==> src/rtl/lcd_br_pkg.sv <==
package lcd_br_pkg;

    localparam logic [3:0] OFF_RESET = 4'h0;
    localparam logic [3:0] OFF_CMD   = 4'h8;
    localparam logic [3:0] OFF_PIXEL = 4'hC;

    typedef enum logic [1:0] {
        CY_IDLE  = 2'd0,
        CY_SETUP = 2'd1,
        CY_STRB  = 2'd2,
        CY_HOLD  = 2'd3
    } cyc_state_e;

endpackage

==> src/rtl/lcd_br_decode.sv <==
module lcd_br_decode #(
    parameter int          ADDR_W    = 32,
    parameter logic [31:0] BASE_ADDR = 32'h0010_0000
) (
    input  logic [ADDR_W-1:0] addr,
    output logic              hit_reset,
    output logic              hit_cmd,
    output logic              hit_pixel
);
    import lcd_br_pkg::*;

    localparam int WIN_BITS = 4;

    logic            in_win;
    logic [WIN_BITS-1:0] offs;

    always_comb begin
        in_win    = (addr[ADDR_W-1:WIN_BITS] == BASE_ADDR[ADDR_W-1:WIN_BITS]);
        offs      = addr[WIN_BITS-1:0];
        hit_reset = in_win && (offs == OFF_RESET);
        hit_cmd   = in_win && (offs == OFF_CMD);
        hit_pixel = in_win && (offs == OFF_PIXEL);
    end

endmodule

==> src/rtl/lcd_br_rst_timer.sv <==
module lcd_br_rst_timer #(
    parameter int RST_CYCLES = 16
) (
    input  logic clk,
    input  logic rst_n,
    input  logic fire,
    output logic busy,
    output logic lcd_rst_n
);
    localparam int CW = $clog2(RST_CYCLES + 1);
    localparam logic [CW-1:0] LOAD = CW'(RST_CYCLES);

    logic [CW-1:0] cnt_d, cnt_q;

    always_comb begin
        cnt_d = cnt_q;
        if (fire)
            cnt_d = LOAD;
        else if (cnt_q != '0)
            cnt_d = cnt_q - 1'b1;
    end

    always_ff @(posedge clk or negedge rst_n) begin
        if (!rst_n) cnt_q <= '0;
        else        cnt_q <= cnt_d;
    end

    assign busy      = (cnt_q != '0);
    assign lcd_rst_n = (cnt_q == '0);

    // pulse releases itself after the last counted cycle
    p_rst_release_r2: assert property (@(posedge clk) disable iff (!rst_n)
        (cnt_q == CW'(1)) |=> lcd_rst_n);
    // no new reset request is taken while a pulse is running
    p_no_refire_r9: assert property (@(posedge clk) disable iff (!rst_n)
        fire |-> lcd_rst_n);

endmodule

==> src/rtl/lcd_br_cycle.sv <==
module lcd_br_cycle #(
    parameter int LCD_W  = 16,
    parameter int WR_LOW = 2
) (
    input  logic             clk,
    input  logic             rst_n,
    input  logic             start,
    input  logic [LCD_W-1:0] st_data,
    input  logic             st_dc,
    output logic             busy,
    output logic             cs_n,
    output logic             wr_n,
    output logic             dc,
    output logic [LCD_W-1:0] data
);
    import lcd_br_pkg::*;

    localparam int CW = $clog2(WR_LOW + 1);
    localparam logic [CW-1:0] STRB_LOAD = CW'(WR_LOW - 1);

    typedef struct packed {
        cyc_state_e       st;
        logic [CW-1:0]    cnt;
        logic             cs_n;
        logic             wr_n;
        logic             dc;
        logic [LCD_W-1:0] data;
    } cyc_regs_t;

    cyc_regs_t r_d, r_q;

    always_comb begin
        r_d = r_q;
        case (r_q.st)
            CY_IDLE: begin
                if (start) begin
                    r_d.st   = CY_SETUP;
                    r_d.cs_n = 1'b0;
                    r_d.data = st_data;
                    r_d.dc   = st_dc;
                end
            end
            CY_SETUP: begin
                r_d.st   = CY_STRB;
                r_d.wr_n = 1'b0;
                r_d.cnt  = STRB_LOAD;
            end
            CY_STRB: begin
                if (r_q.cnt == '0) begin
                    r_d.st   = CY_HOLD;
                    r_d.wr_n = 1'b1;
                end else begin
                    r_d.cnt = r_q.cnt - 1'b1;
                end
            end
            CY_HOLD: begin
                r_d.st   = CY_IDLE;
                r_d.cs_n = 1'b1;
            end
            default: r_d.st = CY_IDLE;
        endcase
    end

    always_ff @(posedge clk or negedge rst_n) begin
        if (!rst_n) begin
            r_q.st   <= CY_IDLE;
            r_q.cnt  <= '0;
            r_q.cs_n <= 1'b1;
            r_q.wr_n <= 1'b1;
            r_q.dc   <= 1'b0;
            r_q.data <= '0;
        end else begin
            r_q <= r_d;
        end
    end

    assign busy = (r_q.st != CY_IDLE);
    assign cs_n = r_q.cs_n;
    assign wr_n = r_q.wr_n;
    assign dc   = r_q.dc;
    assign data = r_q.data;

    // strobe only inside an active chip select
    p_wr_in_cs_r7: assert property (@(posedge clk) disable iff (!rst_n)
        !r_q.wr_n |-> !r_q.cs_n);
    // after the strobe rises, select stays low and data is unchanged
    p_hold_r7: assert property (@(posedge clk) disable iff (!rst_n)
        $rose(r_q.wr_n) |-> (!r_q.cs_n && $stable(r_q.data) && $stable(r_q.dc)));
    // select leads the strobe by a cycle
    p_setup_r7: assert property (@(posedge clk) disable iff (!rst_n)
        $fell(r_q.wr_n) |-> $past(!r_q.cs_n));

endmodule

==> src/rtl/lcd_wr_bridge.sv <==
module lcd_wr_bridge #(
    parameter int          ADDR_W     = 32,
    parameter logic [31:0] BASE_ADDR  = 32'h0010_0000,
    parameter int          LCD_W      = 16,
    parameter int          WR_LOW     = 2,
    parameter int          RST_CYCLES = 16
) (
    input  logic               clk,
    input  logic               rst_n,
    input  logic               bus_valid,
    output logic               bus_ready,
    input  logic [ADDR_W-1:0]  bus_addr,
    input  logic               bus_size,
    input  logic [2*LCD_W-1:0] bus_wdata,
    output logic               lcd_rst_n,
    output logic               lcd_cs_n,
    output logic               lcd_wr_n,
    output logic               lcd_rd_n,
    output logic               lcd_dc,
    output logic [LCD_W-1:0]   lcd_data
);
    typedef struct packed {
        logic             pend;
        logic [LCD_W-1:0] pend_data;
    } top_regs_t;

    top_regs_t r_d, r_q;

    logic             hit_reset, hit_cmd, hit_pixel;
    logic             accept, rst_fire, rst_busy, eng_busy;
    logic             eng_start, eng_dc;
    logic [LCD_W-1:0] eng_data;

    lcd_br_decode #(.ADDR_W(ADDR_W), .BASE_ADDR(BASE_ADDR)) u_dec (
        .addr      (bus_addr),
        .hit_reset (hit_reset),
        .hit_cmd   (hit_cmd),
        .hit_pixel (hit_pixel)
    );

    lcd_br_rst_timer #(.RST_CYCLES(RST_CYCLES)) u_rst (
        .clk       (clk),
        .rst_n     (rst_n),
        .fire      (rst_fire),
        .busy      (rst_busy),
        .lcd_rst_n (lcd_rst_n)
    );

    lcd_br_cycle #(.LCD_W(LCD_W), .WR_LOW(WR_LOW)) u_cyc (
        .clk     (clk),
        .rst_n   (rst_n),
        .start   (eng_start),
        .st_data (eng_data),
        .st_dc   (eng_dc),
        .busy    (eng_busy),
        .cs_n    (lcd_cs_n),
        .wr_n    (lcd_wr_n),
        .dc      (lcd_dc),
        .data    (lcd_data)
    );

    assign bus_ready = !eng_busy && !r_q.pend && !rst_busy;
    assign accept    = bus_valid && bus_ready;
    assign rst_fire  = accept && hit_reset && bus_wdata[0];
    assign lcd_rd_n  = 1'b1;

    always_comb begin
        r_d       = r_q;
        eng_start = 1'b0;
        eng_data  = bus_wdata[LCD_W-1:0];
        eng_dc    = 1'b0;
        if (r_q.pend && !eng_busy) begin
            eng_start = 1'b1;
            eng_data  = r_q.pend_data;
            eng_dc    = 1'b1;
            r_d.pend  = 1'b0;
        end else if (accept && (hit_cmd || hit_pixel)) begin
            eng_start = 1'b1;
            eng_dc    = hit_pixel;
            if (hit_pixel && bus_size) begin
                r_d.pend      = 1'b1;
                r_d.pend_data = bus_wdata[2*LCD_W-1:LCD_W];
            end
        end
    end

    always_ff @(posedge clk or negedge rst_n) begin
        if (!rst_n) begin
            r_q.pend      <= 1'b0;
            r_q.pend_data <= '0;
        end else begin
            r_q <= r_d;
        end
    end

    // an accepted LCD write blocks the next request
    p_accept_stall_r6: assert property (@(posedge clk) disable iff (!rst_n)
        (accept && (hit_cmd || hit_pixel)) |=> !bus_ready);
    // no LCD cycle while the panel is held in reset
    p_rst_quiet_r9: assert property (@(posedge clk) disable iff (!rst_n)
        !lcd_rst_n |-> (lcd_cs_n && !bus_ready));
    // the second half goes out as a pixel cycle
    p_second_half_r5: assert property (@(posedge clk) disable iff (!rst_n)
        (r_q.pend && !eng_busy) |=> (!lcd_cs_n && lcd_dc));

endmodule

==> config.mk <==
export PLATFORM = sky130hd
export DESIGN_NAME = lcd_wr_bridge
export DESIGN_NICKNAME = d
export VERILOG_FILES = /design/src/rtl/lcd_br_pkg.sv /design/src/rtl/lcd_br_decode.sv /design/src/rtl/lcd_br_rst_timer.sv /design/src/rtl/lcd_br_cycle.sv /design/src/rtl/lcd_wr_bridge.sv
export SDC_FILE = /design/constraint.sdc
export NUM_CORES = 1
export LEC_CHECK = 0
export BUFFER_PORTS_ARGS = -buffer_cell sky130_fd_sc_hd__buf_2
export CAP_MARGIN = 20
export CORE_MARGIN = 5
export CORE_UTILIZATION = 40
export DETAILED_ROUTE_END_ITERATION = 12
export PLACE_DENSITY = 0.68
export SYNTH_ARGS = -nofsm -noshare
export SYNTH_HDL_FRONTEND = slang
export SYNTH_SLANG_ARGS = --single-unit
==> constraint.sdc <==
create_clock -name clk -period 3 [get_ports clk]
set_input_delay 0.75 -clock clk [delete_from_list [all_inputs] [get_ports clk]]
set_output_delay 0.75 -clock clk [all_outputs]
set_load 0.01 [all_outputs]
### After elaboration in Yosys (flattened, before gate mapping)

Index checks and enable logic that the tools add are counted.

| word-level totals | value |
|---|---|
| flip-flop bits (word level) | 45 |
| input bits | 68 |
| output and inout bits | 22 |
| logic and storage cells | 73 |

| cells by class | value |
|---|---|
| add/sub/neg operators | 2 |
| equal/unequal tests | 9 |
| muxes and demuxes | 19 |
| bitwise logic cells | 1 |
| reductions and logical operators | 33 |

Operators by type and width:

| kind | count |
|---|---|
| $mux 17 | 2 |
| $eq 28x17->1 const B | 1 |
| $mux 16 | 1 |
| $reduce_and 2->1 | 6 |
| $reduce_bool 2->1 | 6 |
| $logic_and 1x1->1 | 11 |
| $mux 5 | 2 |
| $eq 4x4->1 const B | 2 |
| $pmux 2 s4 | 1 |
| $mux 1 | 7 |
| $mux 2 | 3 |
| $logic_not 5->1 | 1 |
| $reduce_bool 5->1 | 1 |
| $sub 5x1->5 const B | 1 |
| $eq 2x2->1 const B | 2 |
| $logic_not 2->1 | 2 |
| $logic_not 4->1 | 1 |
| $ne 2x2->1 const B | 2 |
| $pmux 1 s2 | 2 |
| $pmux 2 s2 | 1 |
| $logic_not 1->1 | 3 |
| $reduce_and 3->1 | 1 |
| $eq 2x1->1 const B | 1 |
| $ne 2x1->1 const B | 1 |
| other kinds (3) | 3 |

### Depth between registers and ports, before layout

| logic depth | value |
|---|---|
| depth in word-level cells | 10 |
| gate-level depth with buffers | 8 |
| depth with buffers taken out | 7 |

### Cells and area by module

From an unflattened synthesis, not the netlist that was laid out.

| second synthesis, totals | value |
|---|---|
| cells, all modules | 195 |
| area total of the unflattened synthesis | 2,506.2 um^2 |

Modules (own cells, without submodules):

| module | times used | cells each | area each (um^2) | seq. area each (um^2) |
|---|---|---|---|---|
| lcd_br_cycle | 1 | 87 | 1,199.9 | 578.1 |
| lcd_wr_bridge | 1 | 65 | 937.1 | 425.4 |
| lcd_br_rst_timer | 1 | 26 | 265.3 | 125.1 |
| lcd_br_decode | 1 | 17 | 103.8 | 0.0 |

### Worst setup path after synthesis

Ideal clock, no wire load.

| timing path | value |
|---|---|
| path kind | reg-to-reg |
| from | register u_rst.cnt_q[0] |
| to | register u_cyc.data[10] (netlist name) |
| setup time | 126 ps |
| arrival | 2,181 ps |
| data required time | 2,874 ps |
| slack | 693 ps |
| stages on the path, launching flop included | 9 |
| path buffers | 1 |
| clock period less this slack | 2,307 ps |
| cell sequence | dfrtp_1 inv_1 ha_1 nor4b_4 nand4_2 nor4_4 a21oi_2 buf_2 a221o_1 |

| on the way | value |
|---|---|
| word-level cells in the longest chain between the ends | 8 |

Ends and longest elaborated chain:

| item | line | RTL |
|---|---|---|
| start, declared | lcd_br_rst_timer.sv:13 | `logic [CW-1:0] cnt_d, cnt_q;` |
| start signal, assigned | lcd_br_rst_timer.sv:25 | `else cnt_q <= cnt_d;` |
| $reduce_bool 5->1 | lcd_br_rst_timer.sv:28 | `assign busy = (cnt_q != '0);` |
| $logic_not 1->1 | lcd_wr_bridge.sv:62 | `assign bus_ready = !eng_busy && !r_q.pend && !rst_busy;` |
| $logic_and 1x1->1 | lcd_wr_bridge.sv:62 |  |
| $logic_and 1x1->1 | lcd_wr_bridge.sv:63 | `assign accept = bus_valid && bus_ready;` |
| $logic_and 1x1->1 | lcd_wr_bridge.sv:77 | `end else if (accept && (hit_cmd \|\| hit_pixel)) begin` |
| $mux 1 | lcd_wr_bridge.sv:77 |  |
| $mux 1 | lcd_wr_bridge.sv:72 | `if (r_q.pend && !eng_busy) begin` |
| $reduce_and 2->1 (no source line) | -- |  |

No other way between the ends.
A chain may end at the register's enable or synchronous reset.

### Final worst setup path

| timing path | value |
|---|---|
| from | register u_rst.cnt_q[0] |
| to | register u_cyc.r_q[21] (netlist name) |

| on the way | value |
|---|---|
| word-level cells in the longest chain between the ends | 9 |

Ends and longest elaborated chain:

| item | line | RTL |
|---|---|---|
| $reduce_bool 5->1 | lcd_br_rst_timer.sv:28 |  |
| $logic_not 1->1 | lcd_wr_bridge.sv:62 |  |
| $logic_and 1x1->1 | lcd_wr_bridge.sv:62 |  |
| $logic_and 1x1->1 | lcd_wr_bridge.sv:63 |  |
| $logic_and 1x1->1 | lcd_wr_bridge.sv:77 |  |
| $mux 1 | lcd_wr_bridge.sv:77 |  |
| $mux 1 | lcd_wr_bridge.sv:72 |  |
| $ne 2x2->1 (no source line) | -- |  |
| $reduce_and 2->1 (no source line) | -- |  |
| end signal, assigned | lcd_br_cycle.sv:73 | `r_q <= r_d;` |
| end, declared | lcd_br_cycle.sv:30 | `cyc_regs_t r_d, r_q;` |

No other way between the ends.

==> summary.md <==
| Metric | Value |
|---|---|
| Cells after Synth | `198` |
| Worst-path maximum fanout | `22` |
| Ant. Diodes | `0` |
| Antenna violations before repair | `0` |
| Detailed Route WL | `5130 µm` |
| Num CTS Buffers | `5` |
| CP required | `3170 ps` |
| Critical path type | `flip-flop to flip-flop` |
| Post-DP HPWL | `3940 µm` |
| Starting DRT DRC Count | `74` |
| Async SR Flop Fraction | `100%` |
| Seq/Total Area, Yosys | `48.8%` |
| Clock Tree Buf Depth | `2` |
| LEAKAGE | `1.60 nW` |
| Max Cap Viol | `0` |
| Max Fclk | `403 MHz` |
| Final Hold Fails | `0` |
| Worst-Skew Late Latency | `290 ps` |
| Worst vdd ir | `0.276 mV` |
| H-tree levels | `2` |
| CP Launch Type | `flip-flop` |
| GPL Wtd Cong | `0.743` |
| Launching point of the worst reg2reg path | `u_rst.cnt_q[0]` |
| Primary FF master, synth | `dfrtp_1` |
| CP max stage delay | `420 ps` |
| Clock transition at path regs | `80 ps` |
| DP Cell Count | `338` |
| Routed WL per cell | `14.8 µm` |
| Largest delay share family, worst path | `simple AND/OR/NAND/NOR gates` |
| Hold WC Path Type | `input pin to asynchronous set/reset pin` |
| # IOs | `90` |
| Register Area | `0.00113 mm²` |
| Synth Area per Inst | `11.7 µm²` |
| CP bufs+invs | `2` |
| Initial Util | `41.5%` |
| Element type at the critical path end | `flip-flop` |
| DRC viols | `0` |
| CP cell instances | `inv_1 -> ha_1 -> nor4b_4 -> nand4_2 -> nor4_4 -> buf_4 -> nor2_1 -> o32a_1` |
| Nets@finish | `349` |
| Data arrival, critical path | `2650 ps` |
| Critical Path Slowest Stage Cell | `nor4b_4` |
| FF-to-FF path depth | `8` |
| Slew HR | `48.9%` |
| Crit path time final | `2480 ps` |
| Post-synth net total | `274` |
| Die height | `86.1 µm` |
| Fraction of layout instances using a drive strength above 1 | `44.9%` |
| Via/cell ratio | `5.02` |
| Post-CTS Hold Fix Bufs | `0` |
| Pin count of the biggest net entering global routing | `24` |
| Number of synthesized flops with an enable pin | `0` |
| Detailed-route via count | `1736` |
| Final Max Slew Viols | `0` |
| Flops & latches, synth | `45` |
| Vias in the first global route | `1876` |
| PwrDens | `374 mW/mm²` |
| TNS Setup | `0 ps` |
| Most frequent cells in the layout | `buf_2 (88), dfrtp_1 (43), and3_1 (19), a221o_1 (15), nor2_1 (10)` |
| Most common cell after layout, fill and taps aside | `buf_2` |
| Global-route wire length before repair | `8610 µm` |
| RSZ-0062 raised after global routing | `false` |
| DRT antenna net count | `0` |
| Post-CTS setup buffers | `0` |
| Setup violators final | `0` |
| Netlist cell types | `39` |
| Pwr Total | `1.05 mW` |
| Reg2reg setup slack | `520 ps` |
| GRT overflow | `0` |
| Period utilization | `82.7%` |
| Resized cells post-CTS | `0` |
| Slew @ Worst Pin | `767 ps` |
| DIE AREA | `0.00741 mm²` |
| Critical R2R Capture | `u_cyc.r_q[21]` |
| Port bufs | `88` |
| CTS tree | `done` |
| CORE AREA | `0.00557 mm²` |
| GR Util All Layers | `14.6%` |
| Layout area overhead | `21.0%` |
| Outcome | `finished, final reports clean` |
| Die width | `86.1 µm` |
| Area of the multi-input gates | `981 µm²` |
| Final core utilization | `50.3%` |
| Fill count | `516` |
| Clock root buffer | `clkbuf_8` |
| Layout Cells excl Fill | `346` |
| DRT Pass-1 Iters | `4` |
| Synth warnings | `0` |
| Final Skew | `10.4 ps` |
| Mapped Area | `0.00231 mm²` |
| # rows | `27` |
| CTS sink cnt | `45` |
## metrics by stage
step,setup WS (ps),area (µm²),hold slack [ps]
final,519,2800,427
after global placement,483,2710,465
after global routing,330,2800,466
after floorplan,693,2310,454
after CTS,507,2800,444
after detailed placement,425,2710,478
## cells by family (layout without fill, tap and decap cells)
group / Yosys count / in the layout / synth area share, %
simple gates: 60 / 60 / 16.3
flops: 45 / 45 / 48.8
buf+inv: 34 / 110 / 8.86
compound gates: 30 / 30 / 10.8
mux: 16 / 16 / 9.24
fa+ha+maj: 8 / 8 / 4.32
xor+xnor: 4 / 4 / 1.51
other cells: 1 / 1 / 0.162
## worst reg2reg max path: cells and delay by family (launching register included)
family | cells | cell delay, ps
AND/OR/NAND/NOR | 4 | 1080
flip-flops | 1 | 380
AO/OA/AOI/OAI | 1 | 290
adder cells (fa/ha/maj) | 1 | 190
buffers and inverters | 2 | 430
## layer usage
metal	global-route usage [%]	share of wire, %	up-vias
li1	-	-	855
met1	17.7	41	803
met2	25.2	48	73
met3	4.23	11	5
met4	4.03	1.1	0
met5	0	0	-
## state kept, by name, summed over array words and instances (netlist names)
signal / flops
r_q: 17
u_cyc.cs_n: 1
u_cyc.data: 16
u_cyc.dc: 1
u_cyc.r_q: 4
u_cyc.wr_n: 1
u_rst.cnt_q: 5
## Yosys cell counts, types with 2 or more instances
| master | number | area share (%) |
|---|---|---|
| inv_1 | 9 | 1.5 |
| nor4b_1 | 2 | 0.76 |
| xnor2_1 | 3 | 1.1 |
| mux2_4 | 9 | 5.8 |
| nor3_1 | 7 | 1.5 |
| nand2_1 | 6 | 0.97 |
| a21oi_1 | 3 | 0.65 |
| dfstp_2 | 2 | 2.3 |
| nor2_1 | 10 | 1.6 |
| o21ai_0 | 4 | 0.86 |
| a221o_1 | 15 | 6.5 |
| buf_4 | 18 | 5.8 |
| nor4_1 | 5 | 1.4 |
| buf_2 | 2 | 0.43 |
| ha_1 | 8 | 4.3 |
| clkbuf_1 | 4 | 0.65 |
| mux2_2 | 7 | 3.4 |
| a211o_1 | 2 | 0.76 |
| dfrtp_1 | 43 | 46 |
| nand3_1 | 2 | 0.43 |
| and3_1 | 19 | 5.1 |
## power breakdown
part,total (mW),switching (mW),internal (mW)
clock,0.379,0.191,0.188
sequential,0.606,0.00000524,0.606
combinational,0.0619,0.0279,0.0341
## cell type report
type	count	area share [%]
clock buffers	8	3.22
multi-input cells	119	35.0
inverters	9	1.21
well taps	72	3.22
flip-flops and latches	45	40.3
repair buffers	93	17.1
## how the worst max path moves through the flow
stage / to / slack [ps] / cells after the start / startpoint
finish: u_cyc.r_q[21] / 520 / 8 / u_rst.cnt_q[0]
global route: u_cyc.r_q[21] / 330 / 8 / u_rst.cnt_q[0]
CTS: u_cyc.r_q[21] / 510 / 8 / u_rst.cnt_q[0]
detailed placement: u_cyc.r_q[21] / 420 / 7 / bus_addr[6]
global placement: u_cyc.r_q[21] / 480 / 7 / bus_addr[6]
floorplan: u_cyc.data[10] / 690 / 8 / u_rst.cnt_q[0]
Note: power is estimated with default switching activity, not from simulation.
